`src/rtl/wide_burst_link.sv`:
```
module wide_burst_link #(
  parameter int W  = 8,
  parameter int AW = 6,
  parameter int QD = 8
) (
  input  logic            clk,
  input  logic            rst_n,
  input  logic [W-1:0]    in_word,
  input  logic            in_valid,
  output logic            in_ready,
  input  logic            grant,
  output logic            req,
  input  logic [AW-1:0]   dest_addr,
  output logic [AW-1:0]   addr_line,
  output logic            addr_vld,
  output logic [AW-1:0]   far_addr,
  output logic            far_addr_vld,
  output logic [4*W-1:0]  data_line,
  output logic            data_vld,
  output logic            ack_line,
  output logic            done,
  output logic            done_ok,
  input  logic            q_pop,
  output logic [4*W-1:0]  q_data,
  output logic            q_valid
);
  localparam int BW  = 4 * W;
  localparam int NB  = 3;
  localparam int QAW = $clog2(QD);
  localparam logic [QAW:0] ACK_LIM = (QAW+1)'(QD - NB);

  logic [BW-1:0]  pack;
  logic [1:0]     pw;
  logic           pfull;
  logic [BW-1:0]  stage [NB];
  logic [1:0]     scnt;
  logic [3:0]     ph;
  logic [AW-1:0]  dest_q;
  logic           tx_ok;

  logic [AW-1:0]  rly_a;
  logic [BW-1:0]  rly_d;
  logic [BW-1:0]  hold0, hold1;
  logic           ack_q;
  logic [BW-1:0]  qmem [QD];
  logic [QAW-1:0] wp, rp;
  logic [QAW:0]   count;

  logic idle, start, ack_now, commit_rx, pop_ok;

  assign idle      = (ph == 4'd0);
  assign start     = req && grant;
  assign ack_now   = (count <= ACK_LIM);
  assign commit_rx = (ph == 4'd8) && ack_q;
  assign pop_ok    = q_pop && (count != '0);

  assign in_ready     = !pfull;
  assign req          = idle && (scnt == 2'd3);
  assign addr_vld     = (ph >= 4'd2) && (ph <= 4'd4);
  assign addr_line    = dest_q;
  assign far_addr     = rly_a;
  assign far_addr_vld = (ph == 4'd5);
  assign data_vld     = (ph >= 4'd5) && (ph <= 4'd7);
  assign ack_line     = (ph == 4'd5) ? ack_now :
                        ((ph == 4'd6) || (ph == 4'd7)) ? ack_q : 1'b0;
  assign done         = (ph == 4'd8);
  assign done_ok      = tx_ok;
  assign q_valid      = (count != '0);
  assign q_data       = qmem[rp];

  always_comb begin
    case (ph)
      4'd5:    data_line = stage[0];
      4'd6:    data_line = stage[1];
      4'd7:    data_line = stage[2];
      default: data_line = '0;
    endcase
  end

  // sender: packer, staging and exchange sequencing
  always_ff @(posedge clk or negedge rst_n) begin
    if (!rst_n) begin
      pack   <= '0;
      pw     <= '0;
      pfull  <= 1'b0;
      scnt   <= '0;
      ph     <= '0;
      dest_q <= '0;
      tx_ok  <= 1'b0;
      for (int i = 0; i < NB; i++) stage[i] <= '0;
    end else begin
      if (in_valid && !pfull) begin
        pack[32'(pw)*W +: W] <= in_word;
        pw <= pw + 2'd1;
        if (pw == 2'd3) pfull <= 1'b1;
      end
      if (idle && pfull && scnt != 2'd3) begin
        stage[scnt] <= pack;
        scnt  <= scnt + 2'd1;
        pfull <= 1'b0;
      end
      if (start) begin
        ph     <= 4'd2;
        dest_q <= dest_addr;
      end else if (ph == 4'd8) begin
        ph <= 4'd0;
      end else if (ph != 4'd0) begin
        ph <= ph + 4'd1;
      end
      if (ph == 4'd7) tx_ok <= ack_line;
      if (ph == 4'd8 && tx_ok) scnt <= '0;
    end
  end

  // relay stage and receiver
  always_ff @(posedge clk or negedge rst_n) begin
    if (!rst_n) begin
      rly_a <= '0;
      rly_d <= '0;
      hold0 <= '0;
      hold1 <= '0;
      ack_q <= 1'b0;
      wp    <= '0;
      rp    <= '0;
      count <= '0;
    end else begin
      rly_a <= addr_line;
      rly_d <= data_line;
      if (ph == 4'd6) hold0 <= rly_d;
      if (ph == 4'd7) hold1 <= rly_d;
      if (ph == 4'd5) ack_q <= ack_now;
      if (commit_rx) wp <= wp + QAW'(NB);
      if (pop_ok) rp <= rp + QAW'(1);
      count <= count + (commit_rx ? (QAW+1)'(NB) : '0) - {{QAW{1'b0}}, pop_ok};
    end
  end

  always_ff @(posedge clk) begin
    if (commit_rx) begin
      qmem[wp]            <= hold0;
      qmem[wp + QAW'(1)]  <= hold1;
      qmem[wp + QAW'(2)]  <= rly_d;
    end
  end


  grant_to_addr_chk: assert property (@(posedge clk) disable iff (!rst_n)
    (req && grant) |=> (addr_vld && !req));


  addr_lead_chk: assert property (@(posedge clk) disable iff (!rst_n)
    $rose(data_vld) |-> ($past(addr_vld, 1) && $past(addr_vld, 3) && far_addr_vld));


  ack_hold_chk: assert property (@(posedge clk) disable iff (!rst_n)
    (data_vld && !far_addr_vld) |-> (ack_line == $past(ack_line)));


  verdict_match_chk: assert property (@(posedge clk) disable iff (!rst_n)
    done |-> (done_ok == ack_q));


  commit_grow_chk: assert property (@(posedge clk) disable iff (!rst_n)
    (done && done_ok && !pop_ok) |=> (count == $past(count) + (QAW+1)'(NB)));


  reject_keep_chk: assert property (@(posedge clk) disable iff (!rst_n)
    (done && !done_ok && !pop_ok) |=> ($stable(count) && req));


  no_overflow_chk: assert property (@(posedge clk) disable iff (!rst_n)
    count <= (QAW+1)'(QD));
endmodule

```
`config.mk`:
```
export PLATFORM = sky130hd
export DESIGN_NAME = wide_burst_link
export DESIGN_NICKNAME = d
export VERILOG_FILES = /design/src/rtl/wide_burst_link.sv
export SDC_FILE = /design/constraint.sdc
export NUM_CORES = 1
export LEC_CHECK = 0
export CAP_MARGIN = 0
export CORE_MARGIN = 1
export CORE_UTILIZATION = 50
export DETAILED_ROUTE_END_ITERATION = 12
export GPL_TIMING_DRIVEN = 0
export PLACE_DENSITY = 0.68
export SYNTH_ARGS = -nofsm -noshare
export SYNTH_HDL_FRONTEND = slang
export SYNTH_SLANG_ARGS = --single-unit
```
`constraint.sdc`:
```
create_clock -name clk -period 5.96 [get_ports clk]
set_input_delay 1.192 -clock clk [delete_from_list [all_inputs] [get_ports clk]]
set_output_delay 1.192 -clock clk [all_outputs]
set_load 0.01 [all_outputs]
```
# After elaboration in Yosys (flattened, before gate mapping)
# Memories as Yosys holds them, arrays and structs flattened.
# Cells that the tools add are included.
[totals]
memories = 1
out_inout_bits = 85
input_bits = 19
regBits = 257
ram_bits = 256
[op_classes]
magnitude_cmp = 7
n_shift = 2
n_eq_ne = 7
mux = 18
add_sub_neg = 10
n_reduce_logical = 21
n_bitwise = 1
[memory_table]
columns = ["memory", "depth", "word_bits", "rd", "rd_clocked_by_memory_dff", "write_ports", "line_no", "source"]
rows = [
  ["qmem", 8, 32, 1, 0, 3, "45", "logic [BW-1:0] qmem [QD];"],
]
[ops]
columns = ["op", "n"]
rows = [
  ["$bwmux 96", 1],
  ["$pmux 32 s3", 1],
  ["$demux 32 s2", 1],
  ["$neg 5->34", 1],
  ["$shift 8x34->32 const A", 1],
  ["$shiftx 8x34->32", 1],
  ["$bwmux 32", 1],
  ["$mux 32", 1],
  ["$eq 4x3->1 const B", 3],
  ["$le 4x3->1 const B", 3],
  ["$mux 4", 3],
  ["$logic_and 1x1->1", 11],
  ["$reduce_bool 4->1", 2],
  ["$mux 1", 7],
  ["$add 3x1->3 const B", 2],
  ["$add 3x2->3 const B", 2],
  ["$mux 2", 3],
  ["$reduce_bool 2->1", 3],
  ["$add 2x1->2 const B", 2],
  ["$add 4x1->4 const B", 1],
  ["$add 4x2->4", 1],
  ["$eq 2x2->1 const B", 2],
  ["$eq 4x4->1 const B", 1],
  ["$ge 4x2->1 const B", 1],
  ["other kinds (11)", 11],
]

# Logic depth before layout (Yosys ltp)
[depth]
word_depth = 6
depth_mapped = 11
mapped_depth_nobuf = 10

# Least setup slack after synthesis
# No wires, ideal clock.
[synth_timing]
path_type = "reg2reg"
start = "register ph[0]"
end = "memory qmem[3][0] (netlist name), enable pin"
setup_ps = 470
synth_period_minus_slack_ps = 4076
slack_ps = 1884
stages_incl_launch_ff = 7
arrival_time_ps = 3607
required_time_ps = 5490
cell_sequence = "dfrtp_1 inv_1 ha_1 and4b_1 inv_2 buf_4 o31ai_1"
[synth_rtl]
columns = ["item", "line_no", "source"]
rows = [
  ["start, declared", "37", "logic [3:0] ph;"],
  ["start signal, assigned", "108", "ph <= ph + 4'd1;"],
  ["end, declared", "45", ""],
]

# Worst setup path in the final report
[layout_timing]
start = "register ph[2]"
end = "output data_line[20]"
[layout_between]
elab_chain_cells = 2
[layout_lines]
columns = ["item", "line_no", "source"]
rows = [
  ["$eq 4x3->1", "72", "case (ph)"],
  ["$pmux 32 s3 (*)", "72", ""],
  ["end, declared", "18", "output logic [4*W-1:0] data_line,"],
]
# Mark *: on every way between the ends. The rest lies on a longest branch, timed or not.

==> results.md <==
* Worst supply voltage drop on vdd at approximately 240 uV
* Count of unique library cells instantiated by Yosys at 44
* Switching pwr at approximately 0.0035 W
* Utilization after layout at 0.585
* Count of state elements after synthesis at approximately 510
* Clk pwr share at 0.294
* Library cell contributing the largest single delay on the critical path: clkdlybuf4s50_1
* Wire length of the first global-routing pass at around 110000 microns
* Startpoint of the lowest-slack hold path: addr_line[4]$_DFFE_PN0P_
* Combinational cell fraction of total power at 0.302
* H-tree Lvls at 2
* Remaining global-route overflow at 0
* Primary flip-flop cell chosen by synthesis mapping: dfrtp_1
* Required time reported for the critical path endpoint at ~4800 ps
* Warnings, synthesis at 0
* Post-route fraction of the period consumed by the critical path at 0.869
* Synth Area per Inst at ~13 sq um
* Total Power at 0.0114 W
* Hold_ws at 394 ps
* Worst setup path start: ph[2]$_DFFE_PN0P_
* Clock-pin slew on the worst setup and hold paths at 60 ps
* Share of final-layout standard cells stronger than drive strength 1 at 0.169
* Clock Tree Buf Depth at 3
* Reg-to-Reg Start: ph[1]$_DFFE_PN0P_
* Violation count after the first detailed-route iteration at about 1800
* Pin count of the biggest net entering global routing at approximately 120
* Number of antenna violations at the first check in global routing at 0
* Number of nets produced by synthesis at 2064
* Post-CTS resize count at 0
* CP dominant cell by count: clkbuf_1
* Height of the chip at 227 microns
* ANT cells at 0
* Sequential cell area fraction in the yosys report at 0.557
* Met1 track demand over resource at 0.381
* Signed area change from the synthesized netlist to the final layout at 15.7%
* Clock latency of the later-clocked register in the worst-skew pair at approximately 600 ps
* IO buf count at ~100
* Ports at about 100
* TritonCTS clock tree: built
* Critical path, cell by cell: buf_2, nor2b_1, and2_1, clkbuf_1, clkbuf_1, clkbuf_1, a222oi_1, inv_1, clkdlybuf4s50_1
* Area of the core at between 0.05 and 0.06 sq mm
* Met3 capacity usage during global routing at 0.0561
* Number of setup buffers added after CTS at 0
* Initial Util at 0.506
* Static Leak at around 13 nW
* WL final at ~72000 microns
* Pins over their slew limit at 0
* Vias post-DR at 17600
* Nets@finish at ~2200
* RSZ-0062 raised after global routing: false
* Kind of capture point of the worst setup path: primary output
* CP startpoint kind: register
* Time the final worst path needs with I/O delays and setup at just over 5000 ps
* Row count at 82
* Sum of net half-perimeters after detailed placement at ~48000 microns
* FFs w/ async S/R, synth at 0.501
* Detailed-route vias per instance at about 6.1
* Post-detailed-route count of antenna-violating nets at 0
* Tightest slew margin relative to the limit at 0.285
* Clock root buffer: clkbuf_16
* Largest stage delay on the critical path at between 500 and 600 ps
* Number of instances in the synthesized netlist at 2019
* Power share of the sequential group at 0.404
* Switching Share at 0.311
* Worst Path Class, Setup: reg -> out
* Mean routed wirelength per cell at approximately 25 microns
* DRC violations left at 0
* Most Crowded Layer GR: met2
* Horizontal extent of the die at around 230 microns
* Achievable frequency at about 190 MHz
* Class of the tightest hold or removal check: reg -> reg
* Post-synth design cell area at about 0.025 sq mm
* Least-Margin Pin Slew at 1070 ps
* Cell Int Power at 0.00784 W
* Via count of the first global-routing pass at between 15000 and 20000
* Worst Path Arrival at 3990 ps
* Placer congestion estimate at 0.873
* Total of max-cap violations at 0
* Initial DRT Pass Iterations at 6
* Count of endpoints failing hold in the final timing report at 0
* Most frequent cells in the layout: mux2i_1, dfrtp_1, edfxtp_1
* CTS sink cnt at between 500 and 600
* GRT Util Overall at 0.285
* Met2 track demand over resource in global routing at 0.460
* Power density of the placed cells at 388 mW/mm^2
* Number of CTS-inserted buffers at 53
* Number of enable-type register cells in the synthesized netlist at approximately 260
* Final Setup Violations at 0
* Largest fanout on the critical path at 10
* Run status: completed
* Hold-fix buffers at CTS at 0
* Setup Skew at approximately 17 ps
* Die area at approximately 0.052 sq mm
final timing paths:
kind / endpoint / slack [ps] / cells past startpoint
min reg2reg: far_addr[4]$_DFF_PN0_ / 390 / 0
max reg2reg: qmem[5][30]$_DFFE_PP_ / 2090 / 10
min: far_addr[4]$_DFF_PN0_ / 390 / 0
max: data_line[20] / 780 / 9
max in group asynchronous: rly_d[4]$_DFF_PN0_ / 4090 / 3
min in group asynchronous: rly_d[25]$_DFF_PN0_ / 530 / 1
sequential cells by signal, summed over array words and instances, names as in the netlist:
signal,cells
qmem,256
stage,96
hold0,32
hold1,32
pack,32
rly_d,32
addr_line,6
far_addr,6
count,4
ph,4
rp,3
wp,3
pw,2
scnt,2
ack_q,1
done_ok,1
pfull,1
kinds of logic after synthesis:
| group | count (synthesis) | share of synthesized area |
|---|---|---|
| mux | 521 | 0.247 |
| fa+ha+maj | 26 | 0.0131 |
| buf+inv | 282 | 0.0448 |
| xor+xnor | 11 | 0.00380 |
| compound gates | 339 | 0.0792 |
| flops | 513 | 0.557 |
| simple gates | 327 | 0.0544 |
cell usage after synthesis (2+ instances only):
master,instances,share of area
nor2_1,110,0.016
nand2_1,178,0.026
inv_2,2,0.00030
and2_1,6,0.0015
buf_2,40,0.0079
nand3_1,7,0.0014
o31ai_1,2,0.00059
clkbuf_1,170,0.025
nor3_4,2,0.0013
mux2_1,47,0.021
a222oi_1,32,0.013
o21ai_1,36,0.0071
nand4_1,3,0.00074
a31oi_1,3,0.00074
dfrtp_1,257,0.25
mux4_2,64,0.057
buf_1,11,0.0016
xnor2_1,8,0.0028
mux2i_1,257,0.10
mux2_2,153,0.068
edfxtp_1,256,0.30
a21oi_1,100,0.020
xor2_1,3,0.0010
inv_1,51,0.0076
nor4_1,8,0.0020
a22o_1,33,0.011
o21ai_0,127,0.025
a21o_1,3,0.00089
ha_1,25,0.012
nor2b_1,5,0.0012
buf_4,7,0.0021
power groups by stage:
stage / combinational, W / sequential [W] / clock, W
final: 0.00343 / 0.00459 / 0.00335
after global routing: 0.00370 / 0.00465 / 0.00351
after CTS: 0.00344 / 0.00459 / 0.00338
after detailed placement: 0.00342 / 0.00465 / 0
after global placement: 0.00330 / 0.00464 / 0
after floorplan: 0.00218 / 0.00457 / 0
layout make-up:
| cell class | count | area (sq um) |
|---|---|---|
| fillers | 4053 | 20800 |
| flip-flops and latches | 513 | 14100 |
| multi-input cells | 1224 | 10100 |
| clock buffers | 75 | 1490 |
| repair buffers | 118 | 1340 |
| plain buffers | 228 | 932 |
| well taps | 672 | 841 |
| clock inverters | 24 | 251 |
| inverters | 54 | 203 |
per-layer routing:
metal / up-vias / part of all wire
met5: - / 0
met4: 0 / 0.036
met3: 193 / 0.10
met2: 1035 / 0.47
met1: 8732 / 0.39
li1: 7677 / -
metrics by stage:
| stage | std cells | setup slack (ps) | setup TNS, ps | instance area (sq um) |
|---|---|---|---|---|
| 2_1_floorplan | 2019 | 1880 | 0 | 25300 |
| 3_3_place_gp | 2794 | -7080 | -1879740 | 27200 |
| 3_5_place_dp | 2808 | 1410 | 0 | 27600 |
| 4_1_cts | 2907 | 753 | 0 | 29300 |
| 5_1_grt | 2908 | 610 | 0 | 29300 |
| 6_report | 2908 | 782 | 0 | 29300 |
critical path, delay by kind of cell, from the launching register on:
family,cells,cell delay (ps)
AO/OA/AOI/OAI,1,180
buffers and inverters,6,2500
flip-flops,1,310
AND/OR/NAND/NOR,2,390
No activity file was read; power rests on OpenSTA's default activity.
